**src/rtl/trim_pkg.sv**
```systemverilog
package trim_pkg;
  typedef enum logic [2:0] {
    ST_IDLE, ST_COARSE, ST_SETTLE, ST_SAMPLE, ST_EVAL, ST_PULSE
  } trim_state_e;

  typedef enum logic [1:0] {
    RES_NONE, RES_DONE, RES_OVER, RES_TIMEOUT
  } trim_result_e;
endpackage

```
**src/rtl/trim_decoder.sv**
```systemverilog
module trim_decoder #(
  parameter int N_CELLS = 16,
  parameter int ADDR_W  = 4
) (
  input  logic               en,
  input  logic [ADDR_W-1:0]  addr,
  output logic [N_CELLS-1:0] sel
);
  for (genvar i = 0; i < N_CELLS; i++) begin : g_sel
    assign sel[i] = en && (addr == ADDR_W'(i));
  end
endmodule

```
**src/rtl/trim_settle_timer.sv**
```systemverilog
module trim_settle_timer #(
  parameter int SETTLE_CYC = 4
) (
  input  logic clk,
  input  logic rst_n,
  input  logic kick,
  output logic expired
);
  localparam int CW = $clog2(SETTLE_CYC + 1);
  logic [CW-1:0] cnt_q;

  always_ff @(posedge clk or negedge rst_n) begin
    if (!rst_n)              cnt_q <= '0;
    else if (kick)           cnt_q <= CW'(SETTLE_CYC);
    else if (cnt_q != '0)    cnt_q <= cnt_q - 1'b1;
  end

  assign expired = (cnt_q == '0) && !kick;
endmodule

```
**src/rtl/trim_window.sv**
```systemverilog
module trim_window #(
  parameter int CODE_W = 12,
  parameter int MARGIN = 200,
  parameter int TOL    = 2
) (
  input  logic [CODE_W-1:0] target,
  input  logic [CODE_W-1:0] rb_now,
  input  logic [CODE_W-1:0] rb_last,
  output logic              reached_hi,
  output logic              in_win,
  output logic              below
);
  localparam int EW = CODE_W + 2;
  localparam logic [EW-1:0] FULL = EW'((1 << CODE_W) - 1);

  logic [EW-1:0] tgt_e, hi_raw, hi_thr, now_e, last_e;

  always_comb begin
    tgt_e      = EW'(target);
    now_e      = EW'(rb_now);
    last_e     = EW'(rb_last);
    hi_raw     = tgt_e + EW'(MARGIN);
    hi_thr     = (hi_raw > FULL) ? FULL : hi_raw;
    reached_hi = now_e >= hi_thr;
    below      = (last_e + EW'(TOL)) < tgt_e;
    in_win     = !below && (last_e <= tgt_e + EW'(TOL));
  end
endmodule

```
**src/rtl/trim_seq.sv**
```systemverilog
module trim_seq
  import trim_pkg::*;
#(
  parameter int CODE_W     = 12,
  parameter int N_CELLS    = 16,
  parameter int MARGIN     = 200,
  parameter int TOL        = 2,
  parameter int SETTLE_CYC = 4,
  parameter int MAX_PULSES = 100
) (
  input  logic                       clk,
  input  logic                       rst_n,
  input  logic                       start,
  input  logic [$clog2(N_CELLS)-1:0] cell_addr,
  input  logic [CODE_W-1:0]          target,
  input  logic [CODE_W-1:0]          rb_code,
  input  logic                       rb_valid,
  output logic                       rb_ready,
  output logic [N_CELLS-1:0]         cell_sel,
  output logic                       raise_en,
  output logic                       lower_pulse,
  output logic [CODE_W-1:0]          drive_set,
  output logic                       busy,
  output logic                       done,
  output logic                       err_overshoot,
  output logic                       err_timeout
);
  localparam int ADDR_W = $clog2(N_CELLS);
  localparam int PCNT_W = $clog2(MAX_PULSES + 1);
  localparam logic [CODE_W-1:0] MID = CODE_W'(1 << (CODE_W - 1));

  trim_state_e        st_q, st_d;
  trim_result_e       res_q;
  logic [ADDR_W-1:0]  addr_q;
  logic [CODE_W-1:0]  tgt_q, last_q, drive_q;
  logic [PCNT_W-1:0]  pcnt_q;
  logic               hs, reached_hi, in_win, below, expired, kick, budget_out;

  assign busy        = (st_q != ST_IDLE);
  assign raise_en    = (st_q == ST_COARSE);
  assign lower_pulse = (st_q == ST_PULSE);
  assign rb_ready    = (st_q == ST_COARSE) || (st_q == ST_SAMPLE);
  assign hs          = rb_ready && rb_valid;
  assign drive_set   = drive_q;
  assign budget_out  = (pcnt_q == PCNT_W'(MAX_PULSES));
  assign kick        = lower_pulse || (raise_en && hs && reached_hi);

  assign done          = (res_q == RES_DONE);
  assign err_overshoot = (res_q == RES_OVER);
  assign err_timeout   = (res_q == RES_TIMEOUT);

  trim_decoder #(.N_CELLS(N_CELLS), .ADDR_W(ADDR_W)) u_dec (
    .en(busy), .addr(addr_q), .sel(cell_sel)
  );

  trim_settle_timer #(.SETTLE_CYC(SETTLE_CYC)) u_timer (
    .clk(clk), .rst_n(rst_n), .kick(kick), .expired(expired)
  );

  trim_window #(.CODE_W(CODE_W), .MARGIN(MARGIN), .TOL(TOL)) u_win (
    .target(tgt_q), .rb_now(rb_code), .rb_last(last_q),
    .reached_hi(reached_hi), .in_win(in_win), .below(below)
  );

  always_comb begin
    st_d = st_q;
    unique case (st_q)
      ST_IDLE:   if (start) st_d = ST_COARSE;
      ST_COARSE: if (hs && reached_hi) st_d = ST_SETTLE;
      ST_SETTLE: if (expired) st_d = ST_SAMPLE;
      ST_SAMPLE: if (hs) st_d = ST_EVAL;
      ST_EVAL:   st_d = (in_win || below || budget_out) ? ST_IDLE : ST_PULSE;
      ST_PULSE:  st_d = ST_SETTLE;
      default:   st_d = ST_IDLE;
    endcase
  end

  always_ff @(posedge clk or negedge rst_n) begin
    if (!rst_n) begin
      st_q    <= ST_IDLE;
      res_q   <= RES_NONE;
      addr_q  <= '0;
      tgt_q   <= '0;
      last_q  <= '0;
      drive_q <= MID;
      pcnt_q  <= '0;
    end else begin
      st_q <= st_d;
      if (st_q == ST_IDLE && start) begin
        addr_q <= cell_addr;
        tgt_q  <= target;
        res_q  <= RES_NONE;
        pcnt_q <= '0;
      end
      if (st_q == ST_SAMPLE && hs) last_q <= rb_code;
      if (st_q == ST_EVAL) begin
        if (in_win) begin
          res_q <= RES_DONE;    drive_q <= MID;
        end else if (below) begin
          res_q <= RES_OVER;    drive_q <= MID;
        end else if (budget_out) begin
          res_q <= RES_TIMEOUT; drive_q <= MID;
        end else begin
          drive_q <= last_q;
          pcnt_q  <= pcnt_q + 1'b1;
        end
      end
    end
  end

  AST_ONEHOT_SEL: assert property (@(posedge clk) disable iff (!rst_n)
    busy |-> $onehot(cell_sel));
  AST_IDLE_NO_SEL: assert property (@(posedge clk) disable iff (!rst_n)
    !busy |-> (cell_sel == '0));
  AST_NO_DUAL_DRIVE: assert property (@(posedge clk) disable iff (!rst_n)
    !(raise_en && lower_pulse));
  AST_SINGLE_PULSE: assert property (@(posedge clk) disable iff (!rst_n)
    lower_pulse |=> !lower_pulse);
  AST_DRIVE_TRACK: assert property (@(posedge clk) disable iff (!rst_n)
    lower_pulse |-> (drive_set == last_q));
  AST_SETTLE_GAP: assert property (@(posedge clk) disable iff (!rst_n)
    kick |=> !rb_ready);
  AST_READY_HOLD: assert property (@(posedge clk) disable iff (!rst_n)
    (rb_ready && !rb_valid) |=> rb_ready);
  AST_NO_REENTRY: assert property (@(posedge clk) disable iff (!rst_n)
    err_overshoot |-> !raise_en);
  AST_PULSE_BUDGET: assert property (@(posedge clk) disable iff (!rst_n)
    pcnt_q <= PCNT_W'(MAX_PULSES));
  AST_IDLE_QUIET: assert property (@(posedge clk) disable iff (!rst_n)
    !busy |-> (!raise_en && !lower_pulse && drive_set == MID));
  AST_ONE_RESULT: assert property (@(posedge clk) disable iff (!rst_n)
    $countones({done, err_overshoot, err_timeout}) <= 1);
  AST_HOLD_SEL: assert property (@(posedge clk) disable iff (!rst_n)
    (busy && $past(busy)) |-> $stable(cell_sel));
endmodule

```
**config.mk**
```make
export PLATFORM = sky130hd
export DESIGN_NAME = trim_seq
export DESIGN_NICKNAME = d
export VERILOG_FILES = /design/src/rtl/trim_pkg.sv /design/src/rtl/trim_decoder.sv /design/src/rtl/trim_settle_timer.sv /design/src/rtl/trim_window.sv /design/src/rtl/trim_seq.sv
export SDC_FILE = /design/constraint.sdc
export NUM_CORES = 1
export LEC_CHECK = 0
export CAP_MARGIN = 20
export CORE_MARGIN = 5
export CORE_UTILIZATION = 48
export CTS_CLUSTER_DIAMETER = 40
export CTS_CLUSTER_SIZE = 20
export DETAILED_ROUTE_END_ITERATION = 8
export GPL_ROUTABILITY_DRIVEN = 0
export PLACE_DENSITY = 0.77
export RECOVER_POWER = 50
export SYNTH_ARGS = -nofsm -noshare
export SYNTH_HDL_FRONTEND = slang
export SYNTH_SLANG_ARGS = --single-unit
```
**constraint.sdc**
```tcl
create_clock -name clk -period 2.7 [get_ports clk]
set_input_delay 0.81 -clock clk [delete_from_list [all_inputs] [get_ports clk]]
set_output_delay 0.81 -clock clk [all_outputs]
set_load 0.01 [all_outputs]
```
# ---- Yosys cells after proc, flatten, opt, wreduce, memory -nomap -nowiden
# Index checks and enable logic that the tools add are counted.
dict set report totals {
  mem_count 0
  reg_bits 55
  mem_bits_rw 0
  inputBits 32
  rom_bits 0
  latch_bits 0
}
dict set report op_classes {
  muxes 22
  bitwise_logic 0
  n_lt_le_gt_ge 4
  n_eq_ne 28
  shifts 0
  n_reduce_logical 37
  n_div 0
  n_addsub 5
  mul 0
}
# op count
set ops {}
lappend ops {{two-way mux 12 bit} 3}
lappend ops {{two-way mux 7 bit} 5}
lappend ops {{equality test 4 bit (second input constant)} 8}
lappend ops {{adder 12 x 2 -> 13 bit (second input constant)} 2}
lappend ops {{logical AND 1 bit} 24}
lappend ops {{two-way mux 3 bit} 7}
lappend ops {{one-hot mux 3 bit (6 select lines)} 1}
lappend ops {{equality test 4 x 3 -> 1 bit (second input constant)} 4}
lappend ops {{>= comparator 12 x 14 -> 1 bit} 1}
lappend ops {{greater-than comparator 14 x 12 -> 1 bit (second input constant)} 1}
lappend ops {{less-or-equal comparator 12 x 14 -> 1 bit} 1}
lappend ops {{less-than comparator 14 x 12 -> 1 bit} 1}
lappend ops {{two-way mux 14 bit} 1}
lappend ops {{adder 12 x 8 -> 13 bit (second input constant)} 1}
lappend ops {{two-way mux 2 bit} 5}
lappend ops {{equality test 4 x 2 -> 1 bit (second input constant)} 2}
lappend ops {{adder 7 x 1 -> 7 bit (second input constant)} 1}
lappend ops {{equality test 7 bit (second input constant)} 1}
lappend ops {{equality test 3 x 2 -> 1 bit (second input constant)} 2}
lappend ops {{equality test 3 bit (second input constant)} 2}
lappend ops {{zero test 3 bit} 2}
lappend ops {{!= test 2 bit (second input constant)} 3}
lappend ops {{nonzero test 3 bit} 2}
lappend ops {{equality test 2 bit (second input constant)} 2}
lappend ops {{10 further kinds} 14}

# ---- Depth between registers and ports, before layout
dict set report depth {
  depth_word 10
  mapped_depth 14
}

# ---- Cells and area by module
# A second synthesis with hierarchy kept.
dict set report unflattened {
  hier_cells 434
  hier_area_um2 3938.8
}
# mod cells_per_inst instances seq_area_each_um2 area_per_inst_um2
set modules_own_cells {}
lappend modules_own_cells {trim_seq 199 1 1302.5 2224.6}
lappend modules_own_cells {trim_window 195 1 0.0 1406.3}
lappend modules_own_cells {trim_settle_timer 17 1 75.1 190.2}
lappend modules_own_cells {trim_decoder 23 1 0.0 117.6}

# ---- Worst setup path after synthesis
# No wires, ideal clock.
dict set report synth_path {
  path_type {register -> register}
  from {reg tgt_q[3]}
  to {reg pcnt_q[1]}
  slack_ns -0.097
  setup_ns 0.128
  arrival_ns 2.670
  stages_incl_launch_ff 12
  t_required_ns 2.572
  n_path_buf 0
  cell_sequence {dfrtp_1 ha_1 nand3_1 nor3_1 xnor2_1 ha_1 nand2_1 o21a_1 a211oi_2 nand3_2 nor3_4 mux2_1}
}
dict set report synth_via {
  elab_chain_len 5
  word_cells_on_any_way 8
  classes_between {add/sub (1); order compare (2); mux (3); reduce/logical (2)}
}
# element line
set synth_lines {}
lappend synth_lines {{start, declared} trim_seq.sv:35} ;# logic [CODE_W-1:0] tgt_q, last_q, drive_q;
lappend synth_lines {{start signal, assigned} trim_seq.sv:91} ;# tgt_q <= target;
lappend synth_lines {{adder 12 x 2 -> 13 bit or less-than comparator 14 x 12 -> 1 bit (tied branches)} {trim_window.sv:26, trim_window.sv:25}}
lappend synth_lines {{less-or-equal comparator 12 x 14 -> 1 bit or zero test 1 bit (tied branches)} trim_window.sv:26} ;# in_win = !below && (last_e <= tgt_e + EW'(TOL));
lappend synth_lines {{logical AND 1 bit} trim_window.sv:26}
lappend synth_lines {{two-way mux 7 bit *} trim_seq.sv:97} ;# if (in_win) begin
lappend synth_lines {{two-way mux 7 bit *} trim_seq.sv:96} ;# if (st_q == ST_EVAL) begin
lappend synth_lines {{end signal, assigned} trim_seq.sv:105} ;# pcnt_q <= pcnt_q + 1'b1;
lappend synth_lines {{end, declared} trim_seq.sv:36} ;# logic [PCNT_W-1:0] pcnt_q;
# Every way passes the cells marked *; elsewhere a longest branch is shown, timed or not.
# A chain may end at the register's enable or synchronous reset.

# ---- Final worst setup path
dict set report layout_path {
  from {reg tgt_q[3]}
  to {reg drive_q[1], in the netlist drive_set[1]}
}
dict set report layout_via {
  elab_chain_len 4
  word_cells_on_any_way 7
  classes_between {add/sub (1); order compare (2); mux (2); reduce/logical (2)}
}
# element line
set layout_lines {}
lappend layout_lines {{adder 12 x 2 -> 13 bit or less-than comparator 14 x 12 -> 1 bit (tied branches)} {trim_window.sv:26, trim_window.sv:25}}
lappend layout_lines {{less-or-equal comparator 12 x 14 -> 1 bit or zero test 1 bit (tied branches)} trim_window.sv:26}
lappend layout_lines {{logical AND 1 bit} trim_window.sv:26}
lappend layout_lines {{two-way mux 12 bit *} trim_seq.sv:97}
lappend layout_lines {{end signal, assigned} trim_seq.sv:104} ;# drive_q <= last_q;
lappend layout_lines {{end, declared} trim_seq.sv:35}
# Marked as above.

==> impl_metrics.toml <==
[synth]
netlist_area_sq_um = 3749
netlist-cell-type-count = 46
synth_edf_count = 0
async_reset_ff_share_pct = 100.0
yosys.area_share.simple_pct = 19.13
synthCells = 390
syn-num-nets = 464
ys_warn_count = 0
synthMuxAreaShare_pct = 10.31
synth-main-ff-cell = "dfrtp_1"
synth_xor_area_share_pct = 5.140
ys_seq_area_share_pct = 36.75
synth_top_family_by_area = "simple AND/OR/NAND/NOR gates"
synth_seq_cells = 55
synth_compound_area_share_pct = 10.81
avgSynthCellArea_sq_um = 9.612
synth_fa_ha_area_share_pct = 14.02

[placed_design]
dp_hpwl_mm = 7.793
portBuffers = 66
dp.cells = 606

[grt]
grt_pass1_vias = 3718
grt_pass1_wl_mm = 17.17
grt_overflow = 0
grt_usage_pct = 21.46
grt_max_degree = 29
antenna_found_initial = 0

[power_and_ir_drop]
p_per_area_nw_per_um2 = 1239
p_leak_nw = 2.590
max-vdd-ir-drop_mv = 0.6567

[clock_tree]
cts_tree = "done"
htree_num_levels = 2
clock_path_buffers = 2
insertion_delay_ns = 0.31
cts_sinks = 55
cts_buffers = 5
root_buffer = "clkbuf_8"
clkTransAtPathRegs_ns = 0.10

[floorplanning]
die_h_um = 98.37
fp.dieW_um = 98.37
num_io_pins = 67
initial_core_util_pct = 49.02
rows = 32
die-area_sq_um = 9677
core_sq_um = 7647

[outcome]
status = "finished, violations left"
violations = "setup timing"

[timing]
setup_viol = 27
slew_violations = 0
fin_ws_ns = -0.2500
period_share_pct = 109.3
max_slew_margin_pct = 2.805
setup_tns_ns = -5.485
clock.fmax_mhz = 339.0
worst_slew_pin_slew_ns = 1.458
rsz0062_at_grt = "yes"
fin_skew_ns = 0.01026
finalCriticalPeriod_ns = 2.950
hold_viol = 0

[cells_and_area]
drive_gt1_share_pct = 29.85
stdcell_count = 628
finalNetCount = 599
syn2layout_area_growth_pct = 45.59
utilization_pct = 71.37
n_fill_cell = 563
diodes = 0

[worst_setup_path]
crit_chain = "ha_4, nand3_4, nor3_4, xnor2_1, ha_1, a21oi_1, o21a_1, or4b_4, nand3_4, nor3_4, buf_12, a22o_1"
crit_path_end_kind = "flop"
start_kind = "flop"
worst_path_max_delay_cell = "or4b_4"
critPathArrivalTime_ns = 3.15
required_ns = 2.90
critPathMaxStageDelay_ns = 0.52
path_class = "flop to flop"
cp_max_fo = 15

[route]
drt-vias-per-instance = 5.543
drt_pass1_iterations = 4
via_count = 3481
drcViolationCount = 0
drtIter0Drc = 210
wl_per_cell_um = 16.41
final_antenna_net_count = 0
routed_wl_mm = 10.31

[min_path]
hold_path_class = "flop to flop"

[job]
cap_violations = 0
state kept, by name, indices dropped and copies added (netlist names):
name and count:
last_q 12, res_q 2, drive_set 12, addr_q 4
tgt_q 12, u_timer.cnt_q 3, st_q 3, pcnt_q 7
final timing paths:
check | start | to | slack, ns | depth (start not counted)
max | tgt_q[3] | drive_set[1] | -0.25 | 12
min in group asynchronous | rst_n | pcnt_q[4] | 0.82 | 1
min | drive_set[2] | drive_set[2] | 0.51 | 1
min reg2reg | drive_set[2] | drive_set[2] | 0.51 | 1
max in group asynchronous | rst_n | tgt_q[5] | 0.46 | 2
max reg2reg | tgt_q[3] | drive_set[1] | -0.25 | 12
critical path, delay by kind of cell, from the launching register on:
| kind | cells | cell delay [ns] |
|---|---|---|
| AND/OR/NAND/NOR | 5 | 1.02 |
| AO/OA/AOI/OAI | 3 | 0.55 |
| flip-flops | 1 | 0.44 |
| buffers and inverters | 1 | 0.18 |
| XOR/XNOR | 1 | 0.15 |
| adder cells (fa/ha/maj) | 2 | 0.49 |
repair_timing:
| action | 4_1_cts | 5_1_grt |
|---|---|---|
| setup buffers | 11 | 5 |
| resized for setup | 42 | 27 |
| pin swaps | 14 | 11 |
| hold endpoints to repair | 0 | 0 |
| endpoints found under the setup margin | 38 | 41 |
| hold buffers | 0 | 0 |
per-stage QoR:
stage          area (sq um)  hold slack [ns]  power (W)  setup WS (ns)
2_1_floorplan          3802           0.4481   0.003744       0.006253
3_3_place_gp           4997           0.4663   0.005177        -0.2927
3_5_place_dp           4997           0.4799   0.005367        -0.3216
4_1_cts                5350           0.4943   0.006533        -0.1666
5_1_grt                5458           0.5355   0.007294        -0.4292
6_report               5458           0.5138   0.006760        -0.2500
where the power goes:
part	internal, W	switching (W)	leakage (nW)
sequential	0.00116	0.000367	0.693
combinational	0.00240	0.00226	1.84
clock	0.000301	0.000273	0.0612
total	0.00386	0.00290	2.59
area by class of cell:
type	instances	area [sq um]	area share [%]
Clock buffer	6	82.58	1.513
Clock inverter	2	35.03	0.6419
Inverter	24	90.09	1.651
Multi-Input combinational cell	300	2495	45.71
Sequential cell	55	1379	25.26
Tap cell	102	127.6	2.338
Timing Repair Buffer	139	1249	22.88
routing by layer:
metal | wire length, um | track usage [%] | vias up
met1 | 4256 | 25.77 | 1689
met5 | 0 | 0 | -
li1 | - | - | 1665
met4 | 354 | 7.773 | 0
met2 | 5314 | 38.64 | 96
met3 | 381 | 3.286 | 31
Yosys cell counts (2+ instances only):
| cell | count | area (sq um) |
|---|---|---|
| mux2_2 | 28 | 315.3 |
| o21a_1 | 3 | 22.52 |
| clkbuf_1 | 6 | 22.52 |
| a21o_1 | 3 | 22.52 |
| mux2i_1 | 6 | 60.06 |
| and3_1 | 2 | 12.51 |
| nand2b_1 | 6 | 37.54 |
| nor4_1 | 4 | 25.02 |
| inv_1 | 24 | 90.09 |
| nand3_1 | 13 | 65.06 |
| ha_1 | 42 | 525.5 |
| dfrtp_1 | 54 | 1351 |
| nand3b_1 | 2 | 15.01 |
| nor2b_1 | 5 | 31.28 |
| nor3b_1 | 2 | 15.01 |
| a22o_1 | 11 | 96.34 |
| o21ai_0 | 13 | 65.06 |
| nor3_1 | 15 | 75.07 |
| nand2_1 | 29 | 108.9 |
| a211oi_1 | 6 | 45.04 |
| xor2_1 | 3 | 26.28 |
| xnor2_1 | 19 | 166.4 |
| buf_2 | 4 | 20.02 |
| nor2_1 | 37 | 138.9 |
| and2_1 | 4 | 25.02 |
| a21oi_1 | 14 | 70.07 |
| nand4_1 | 12 | 75.07 |
| or3_1 | 3 | 18.77 |
| a21boi_0 | 3 | 22.52 |
kinds of logic after synthesis:
logic type,after synthesis
simple gates,141
mux,35
xor+xnor,22
buf+inv,35
compound gates,60
flops,55
fa+ha+maj,42
placed cells by master, fill, tap and decap left out, drive strengths merged, types with 2 or more instances in the layout:
| cell type | count |
|---|---|
| dfrtp | 54 |
| nand2b | 6 |
| a21oi | 14 |
| o21a | 3 |
| nor3b | 2 |
| xnor2 | 19 |
| nor2b | 5 |
| dlygate4sd2 | 4 |
| mux2i | 6 |
| a21o | 3 |
| nor4 | 4 |
| nor3 | 16 |
| nor2 | 37 |
| o21ai | 13 |
| nand3 | 14 |
| nand3b | 2 |
| and2 | 4 |
| dlymetal6s2s | 9 |
| ha | 42 |
| nand2 | 29 |
| xor2 | 3 |
| nand4 | 12 |
| and3 | 2 |
| inv | 24 |
| clkbuf | 9 |
| a211oi | 7 |
| buf | 71 |
| a22o | 11 |
| mux2 | 29 |
| or3 | 3 |
| clkdlybuf4s50 | 51 |
| a21boi | 3 |
(Power assumes the default switching activity.)
